## config.mk

```make
export PLATFORM = sky130hd
export DESIGN_NAME = irq_return_unwinder
export DESIGN_NICKNAME = d
export VERILOG_FILES = /design/src/rtl/rti_pkg.sv /design/src/rtl/rti_step_ctrl.sv /design/src/rtl/rti_stack_addr.sv /design/src/rtl/rti_assemble.sv /design/src/rtl/irq_return_unwinder.sv
export SDC_FILE = /design/constraint.sdc
export NUM_CORES = 1
export LEC_CHECK = 0
export ABC_AREA = 1
export BUFFER_PORTS_ARGS = -buffer_cell sky130_fd_sc_hd__buf_4
export CAP_MARGIN = 20
export CORE_MARGIN = 5
export CORE_UTILIZATION = 28
export CTS_CLUSTER_SIZE = 8
export DETAILED_ROUTE_END_ITERATION = 8
export SLEW_MARGIN = 15
export SYNTH_ARGS = -nofsm -noshare
export SYNTH_HDL_FRONTEND = slang
export SYNTH_SLANG_ARGS = --single-unit
export TNS_END_PERCENT = 5
```

## constraint.sdc

```tcl
create_clock -name clk -period 3.6 [get_ports clk]
set_input_delay 0.72 -clock clk [delete_from_list [all_inputs] [get_ports clk]]
set_output_delay 0.72 -clock clk [all_outputs]
set_load 0.02 [all_outputs]
```

## src/rtl/rti_pkg.sv

```systemverilog
package rti_pkg;

  typedef enum logic [2:0] {
    DST_NONE = 3'd0,
    DST_CCR  = 3'd1,
    DST_ACCB = 3'd2,
    DST_ACCA = 3'd3,
    DST_IX   = 3'd4,
    DST_IY   = 3'd5,
    DST_PC   = 3'd6
  } rti_dest_e;

  localparam int unsigned FRAME_BYTES = 9;

  // Mask bit may fall but never rise during the restore.
  function automatic logic [7:0] restore_ccr(input logic [7:0] prior,
                                             input logic [7:0] popped,
                                             input int unsigned xbit);
    logic [7:0] r;
    r       = popped;
    r[xbit] = popped[xbit] & prior[xbit];
    return r;
  endfunction

  // Destination completed by frame byte idx (NONE for high halves).
  function automatic rti_dest_e dest_of_byte(input int unsigned idx);
    case (idx)
      0:       return DST_CCR;
      1:       return DST_ACCB;
      2:       return DST_ACCA;
      4:       return DST_IX;
      6:       return DST_IY;
      8:       return DST_PC;
      default: return DST_NONE;
    endcase
  endfunction

  function automatic logic is_high_byte(input int unsigned idx);
    return (idx == 3) || (idx == 5) || (idx == 7);
  endfunction

  function automatic logic is_wide(input rti_dest_e d);
    return (d == DST_IX) || (d == DST_IY) || (d == DST_PC);
  endfunction

endpackage

```

## src/rtl/rti_step_ctrl.sv

```systemverilog
module rti_step_ctrl #(
  parameter int TOTAL_CYCLES = 12,
  parameter int NUM_BYTES    = 9,
  parameter int FIRST_READ   = 1,
  localparam int IDX_W       = $clog2(NUM_BYTES)
) (
  input  logic             clk,
  input  logic             rst_n,
  input  logic             launch,
  output logic             busy,
  output logic             done,
  output logic             rd_fire,
  output logic             rx_fire,
  output logic [IDX_W-1:0] rx_index
);
  localparam int STEP_W = $clog2(TOTAL_CYCLES);
  localparam logic [STEP_W-1:0] RD_LO = STEP_W'(FIRST_READ);
  localparam logic [STEP_W-1:0] RD_HI = STEP_W'(FIRST_READ + NUM_BYTES - 1);
  localparam logic [STEP_W-1:0] RX_LO = STEP_W'(FIRST_READ + 1);
  localparam logic [STEP_W-1:0] RX_HI = STEP_W'(FIRST_READ + NUM_BYTES);
  localparam logic [STEP_W-1:0] LAST  = STEP_W'(TOTAL_CYCLES - 1);

  logic [STEP_W-1:0] step_q;
  logic              busy_q;

  always_ff @(posedge clk) begin
    if (!rst_n) begin
      busy_q <= 1'b0;
      step_q <= '0;
    end else if (launch) begin
      busy_q <= 1'b1;
      step_q <= '0;
    end else if (busy_q) begin
      if (step_q == LAST) begin
        busy_q <= 1'b0;
        step_q <= '0;
      end else begin
        step_q <= step_q + 1'b1;
      end
    end
  end

  assign busy     = busy_q;
  assign done     = busy_q && (step_q == LAST);
  assign rd_fire  = busy_q && (step_q >= RD_LO) && (step_q <= RD_HI);
  assign rx_fire  = busy_q && (step_q >= RX_LO) && (step_q <= RX_HI);
  assign rx_index = IDX_W'(step_q - RX_LO);

  assert_done_ends_R2: assert property (@(posedge clk) disable iff (!rst_n)
    done |=> !busy);

  assert_launch_idle_R1: assert property (@(posedge clk) disable iff (!rst_n)
    launch |-> !busy_q);

  assert_rx_after_rd_R3: assert property (@(posedge clk) disable iff (!rst_n)
    rd_fire |=> rx_fire);

endmodule

```

## src/rtl/rti_stack_addr.sv

```systemverilog
module rti_stack_addr #(
  parameter int ADDR_W = 16
) (
  input  logic              clk,
  input  logic              rst_n,
  input  logic              launch,
  input  logic [ADDR_W-1:0] sp_init,
  input  logic              advance,
  output logic [ADDR_W-1:0] sp_now,
  output logic [ADDR_W-1:0] rd_addr
);
  logic [ADDR_W-1:0] sp_q;

  always_ff @(posedge clk) begin
    if (!rst_n)       sp_q <= '0;
    else if (launch)  sp_q <= sp_init;
    else if (advance) sp_q <= sp_q + 1'b1;
  end

  assign sp_now  = sp_q;
  assign rd_addr = sp_q + 1'b1;

  assert_sp_step_R4: assert property (@(posedge clk) disable iff (!rst_n)
    advance |=> sp_now == ADDR_W'($past(sp_now) + 1'b1));

  assert_sp_hold_R4: assert property (@(posedge clk) disable iff (!rst_n)
    (!advance && !launch) |=> $stable(sp_now));

endmodule

```

## src/rtl/rti_assemble.sv

```systemverilog
module rti_assemble
  import rti_pkg::*;
#(
  parameter int DATA_W    = 8,
  parameter int XMASK_BIT = 6,
  parameter int IDX_W     = 4,
  localparam int WORD_W   = 2 * DATA_W
) (
  input  logic              clk,
  input  logic              rst_n,
  input  logic              launch,
  input  logic [DATA_W-1:0] ccr_prior_in,
  input  logic              rx_fire,
  input  logic [IDX_W-1:0]  rx_index,
  input  logic [DATA_W-1:0] rx_byte,
  output logic              wr_en,
  output rti_dest_e         wr_dest,
  output logic [WORD_W-1:0] wr_data
);
  logic [DATA_W-1:0] ccr_prior_q;
  logic [DATA_W-1:0] hi_q;
  rti_dest_e         dest_c;
  logic [WORD_W-1:0] data_c;

  always_comb begin
    dest_c = dest_of_byte(int'(rx_index));
    if (dest_c == DST_CCR)
      data_c = {{DATA_W{1'b0}}, restore_ccr(ccr_prior_q, rx_byte, XMASK_BIT)};
    else if (is_wide(dest_c))
      data_c = {hi_q, rx_byte};
    else
      data_c = {{DATA_W{1'b0}}, rx_byte};
  end

  always_ff @(posedge clk) begin
    if (!rst_n) begin
      ccr_prior_q <= '0;
      hi_q        <= '0;
      wr_en       <= 1'b0;
      wr_dest     <= DST_NONE;
      wr_data     <= '0;
    end else begin
      if (launch) ccr_prior_q <= ccr_prior_in;
      if (rx_fire && is_high_byte(int'(rx_index))) hi_q <= rx_byte;
      wr_en   <= rx_fire && (dest_c != DST_NONE);
      wr_dest <= rx_fire ? dest_c : DST_NONE;
      wr_data <= rx_fire ? data_c : '0;
    end
  end

  assert_xmask_no_set_R8: assert property (@(posedge clk) disable iff (!rst_n)
    (wr_en && wr_dest == DST_CCR && !ccr_prior_q[XMASK_BIT]) |-> !wr_data[XMASK_BIT]);

  assert_write_follows_rx_R5: assert property (@(posedge clk) disable iff (!rst_n)
    wr_en |-> $past(rx_fire));

endmodule

```

## src/rtl/irq_return_unwinder.sv

```systemverilog
module irq_return_unwinder
  import rti_pkg::*;
#(
  parameter int          ADDR_W       = 16,
  parameter int          DATA_W       = 8,
  parameter int          TOTAL_CYCLES = 12,
  parameter int          XMASK_BIT    = 6,
  parameter logic [7:0]  RTI_OPCODE   = 8'h3B,
  localparam int         WORD_W       = 2 * DATA_W
) (
  input  logic              clk,
  input  logic              rst_n,
  input  logic              start,
  input  logic [7:0]        opcode,
  input  logic [ADDR_W-1:0] sp_in,
  input  logic [DATA_W-1:0] ccr_in,
  output logic              mem_rd,
  output logic [ADDR_W-1:0] mem_addr,
  input  logic [DATA_W-1:0] mem_rdata,
  output logic              busy,
  output logic              done,
  output logic [ADDR_W-1:0] sp_out,
  output logic              wr_en,
  output logic [2:0]        wr_dest,
  output logic [WORD_W-1:0] wr_data
);
  localparam int NUM_BYTES  = FRAME_BYTES;
  localparam int FIRST_READ = 1;
  localparam int IDX_W      = $clog2(NUM_BYTES);

  logic             launch;
  logic             rd_fire;
  logic             rx_fire;
  logic [IDX_W-1:0] rx_index;
  rti_dest_e        dest_e;

  assign launch = start && (opcode == RTI_OPCODE) && !busy;

  rti_step_ctrl #(
    .TOTAL_CYCLES(TOTAL_CYCLES),
    .NUM_BYTES   (NUM_BYTES),
    .FIRST_READ  (FIRST_READ)
  ) u_ctrl (
    .clk     (clk),
    .rst_n   (rst_n),
    .launch  (launch),
    .busy    (busy),
    .done    (done),
    .rd_fire (rd_fire),
    .rx_fire (rx_fire),
    .rx_index(rx_index)
  );

  rti_stack_addr #(.ADDR_W(ADDR_W)) u_sp (
    .clk    (clk),
    .rst_n  (rst_n),
    .launch (launch),
    .sp_init(sp_in),
    .advance(rd_fire),
    .sp_now (sp_out),
    .rd_addr(mem_addr)
  );

  rti_assemble #(
    .DATA_W   (DATA_W),
    .XMASK_BIT(XMASK_BIT),
    .IDX_W    (IDX_W)
  ) u_asm (
    .clk         (clk),
    .rst_n       (rst_n),
    .launch      (launch),
    .ccr_prior_in(ccr_in),
    .rx_fire     (rx_fire),
    .rx_index    (rx_index),
    .rx_byte     (mem_rdata),
    .wr_en       (wr_en),
    .wr_dest     (dest_e),
    .wr_data     (wr_data)
  );

  assign mem_rd  = rd_fire;
  assign wr_dest = dest_e;

  assert_idle_quiet_R1: assert property (@(posedge clk) disable iff (!rst_n)
    !busy |-> (!mem_rd && !wr_en));

  assert_addr_preinc_R3: assert property (@(posedge clk) disable iff (!rst_n)
    mem_rd |-> mem_addr == ADDR_W'(sp_out + 1'b1));

  generate
    if (TOTAL_CYCLES == NUM_BYTES + 3) begin : g_tight
      assert_pc_at_done_R9: assert property (@(posedge clk) disable iff (!rst_n)
        done |-> (wr_en && wr_dest == 3'(DST_PC)));
    end
  endgenerate

endmodule

```

==> impl_metrics.csv <==
group,metric,value,unit
outcome,outcome,"completed",
detailed_routing,viasPerCell,4.38,
placed_design,preCtsSetupSlack,1.13,ns
die,die_h,107,um
die,fp.dieW,107,um
sta,rsz0062_at_grt,"false",
yosys,synth_nets,423,
setup_path,cpMostUsedCell,"inv_1",
die,start_util,28.7,%
sta,final.setup.tns,0,ns
yosys,yosysTopAreaCell,"dfxtp_1",
detailed_routing,drt_iter0_markers,109,
yosys,async_flop_share,0,%
detailed_routing,post-route-drc-count,0,
yosys,yosysMostFrequentCell,"nor2_1",
sta,finalHoldViolations,0,
setup_path,cp-start-kind,"flip-flop",
yosys,synth_area,0.00265,mm^2
yosys,yosys.area.top_type_share,37.7,%
yosys,synth_flop_cell,"dfxtp_1",
clocking,path_clk_slew,0.08,ns
yosys,synth_top_cells_by_count,"nor2_1 (74), nand2_1 (62), dfxtp_1 (50)",
detailed_routing,antenna_left,0,
sta,worst_slew_margin_rel,73.8,%
clocking,cts-hold-fix-buffers,0,
sta,hold_ws,0.433,ns
setup_path,cpPeakStageDelay,0.43,ns
clocking,cts_htree_levels,2,
clocking,cts_sinks,50,
clocking,clkLatencyLatePin,0.30,ns
clocking,cts_tree,"done",
sta,clock_skew,0.00806,ns
yosys,ys_seq_area_share,37.7,%
placed_design,place.port_buffers,90,
sta,worst_pin_slew,0.391,ns
finish,final_util,38.4,%
yosys,synth_enable_flop_cells,0,
setup_path,required,2.88,ns
placed_design,place_congestion,0.770,
finish,layout.cells.non_filler,591,
clocking,cts_setup_buffers,0,
setup_path,criticalPathCategory,"flip-flop to primary output",
setup_path,crit_fanout,22,
grt,track_usage,12.3,%
sta,period_needed,2.78,ns
sta,slew_viol_final,0,
placed_design,hpwlAfterDp,5640,um
grt,grt_max_degree,23,
finish,syn2layout_area_growth,33.6,%
detailed_routing,wl_met1,3340,um
detailed_routing,wire_per_inst,12.0,um
clocking,numCtsBuffers,5,
detailed_routing,met2_length,3100,um
yosys,synth_warnings,0,
clocking,cts_root_buf,"clkbuf_8",
worst_hold_path,hp-class,"flip-flop to flip-flop",
finish,final_layout_size_suffix_gt1_share,27.9,%
yosys,synth_cell_types,38,
power,max-vdd-ir-drop,185,uV
sta,worst_slack,0.820,ns
detailed_routing,drt_wl_total,7080,um
clocking,clockBufferDepth,2,
power,power.leakage,1.71,nW
grt,grt_pass1_vias,2409,
yosys,synth.area.top_cells,"dfxtp_1 (38%), nor2_1 (10%), nand2_1 (8.8%)",
die,ioPinCount,98,
sta,fmax,0.360,GHz
clocking,cts_resized,0,
setup_path,crit_slowest_cell,"dfxtp_1",
placed_design,placed_cells,584,
detailed_routing,dr_wl_met3,579,um
yosys,synth.avg_cell_area,7.13,um^2
setup_path,critPathCaptureType,"primary output",
die,rows,35,
sta,setup_violations,0,
finish,nNetsFinal,513,
finish,antenna_cells,0,
setup_path,cp_cell_sequence,"inv_1 > ha_1 > o21ai_0 > nand2_1 > nand2_4 > inv_1 > buf_4",
grt,grt_pass1_wl,11600,um
grt,grt-ovfl-total,0,
yosys,ys_ff_latch,50,
yosys,syn_inst,372,
grt,antenna_found_initial,0,
setup_path,worstPathArrival,2.06,ns
power,powerDensity,281,mW/mm^2
die,dieArea,0.0115,mm^2
job,max-cap-violations,0,
detailed_routing,drt-pass1-iter-count,4,
sta,fin_crit_sh,77.2,%
detailed_routing,highest_layer,"met4",
die,core,0.00924,mm^2
detailed_routing,vias,2588,
power by group:
part           leakage (nW)  switching [mW]  total (mW)  internal (mW)
clock                0.0542           0.181       0.386          0.204
combinational          1.25          0.0269      0.0578         0.0308
sequential            0.402        0.000620       0.553          0.553
area by class of cell:
class	count	area (um^2)
clock buffer	5	68.8
multi-input combinational	260	1390
timing repair buffer	91	683
fill	975	5700
clock inverter	2	38.8
inverter	54	205
tap	129	161
sequential	50	1000
through the flow:
stage	instance area (um^2)	total power, mW
final	3540	0.997
after detailed placement	3440	0.624
after CTS	3540	1.01
after global placement	3440	0.624
after floorplan	2650	0.587
after global routing	3540	1.04
metal layers:
| metal | GRT usage (%) | vias up |
|---|---|---|
| met2 | 19.6 | 93 |
| met5 | 0 | - |
| li1 | - | 1349 |
| met4 | 2.71 | 0 |
| met3 | 3.24 | 8 |
| met1 | 16.7 | 1138 |
logic make-up after synthesis:
| logic type | synth area share [%] |
|---|---|
| adder cells (fa/ha/maj) | 3.77 |
| AO/OA/AOI/OAI | 7.40 |
| XOR/XNOR | 3.21 |
| flip-flops | 37.7 |
| buffers and inverters | 10.0 |
| AND/OR/NAND/NOR | 37.9 |
final timing paths:
kind | start | endpoint | slack [ns] | cells past startpoint
hold / removal | u_asm.hi_q[5]$_SDFFE_PN0P_ | u_asm.wr_data[13]$_SDFF_PP0_ | 0.43 | 2
setup reg to reg | u_ctrl.step_q[1]$_SDFFE_PP0P_ | u_sp.sp_now[10]$_SDFFE_PN0P_ | 1.67 | 10
hold reg to reg | u_asm.hi_q[5]$_SDFFE_PN0P_ | u_asm.wr_data[13]$_SDFF_PP0_ | 0.43 | 2
setup / recovery | u_ctrl.step_q[1]$_SDFFE_PP0P_ | mem_rd | 0.82 | 7
state kept, by name, indices dropped and copies added (netlist names):
name	cells
u_asm.hi_q	8
u_ctrl.step_q	4
u_asm.wr_data	16
u_ctrl.busy	1
u_asm.wr_en	1
u_asm.ccr_prior_q	1
u_sp.sp_now	16
u_asm.wr_dest	3
worst max-delay path, delay by kind of cell (launching register included):
| kind | cells | cell delay, ns |
|---|---|---|
| and+or+nand+nor | 2 | 0.36 |
| DFF | 1 | 0.43 |
| buffers and inverters | 3 | 0.49 |
| adders and majority gates | 1 | 0.28 |
| AOI/OAI and AO/OA | 1 | 0.20 |
cells in the final DEF (no fill, tap or decap), drive strengths merged, types with 2 or more instances in the layout:
cell type / netlist / final
a21oi: 11 / 11
buf: 7 / 91
clkbuf: 1 / 5
clkinv: 1 / 2
dfxtp: 50 / 50
ha: 8 / 8
inv: 53 / 53
nand2: 70 / 70
nand3: 29 / 29
nand4: 13 / 13
nor2: 85 / 85
nor3: 8 / 8
o21ai: 20 / 20
o21bai: 2 / 2
xnor2: 3 / 3
xor2: 5 / 5
(Power assumes the default switching activity.)
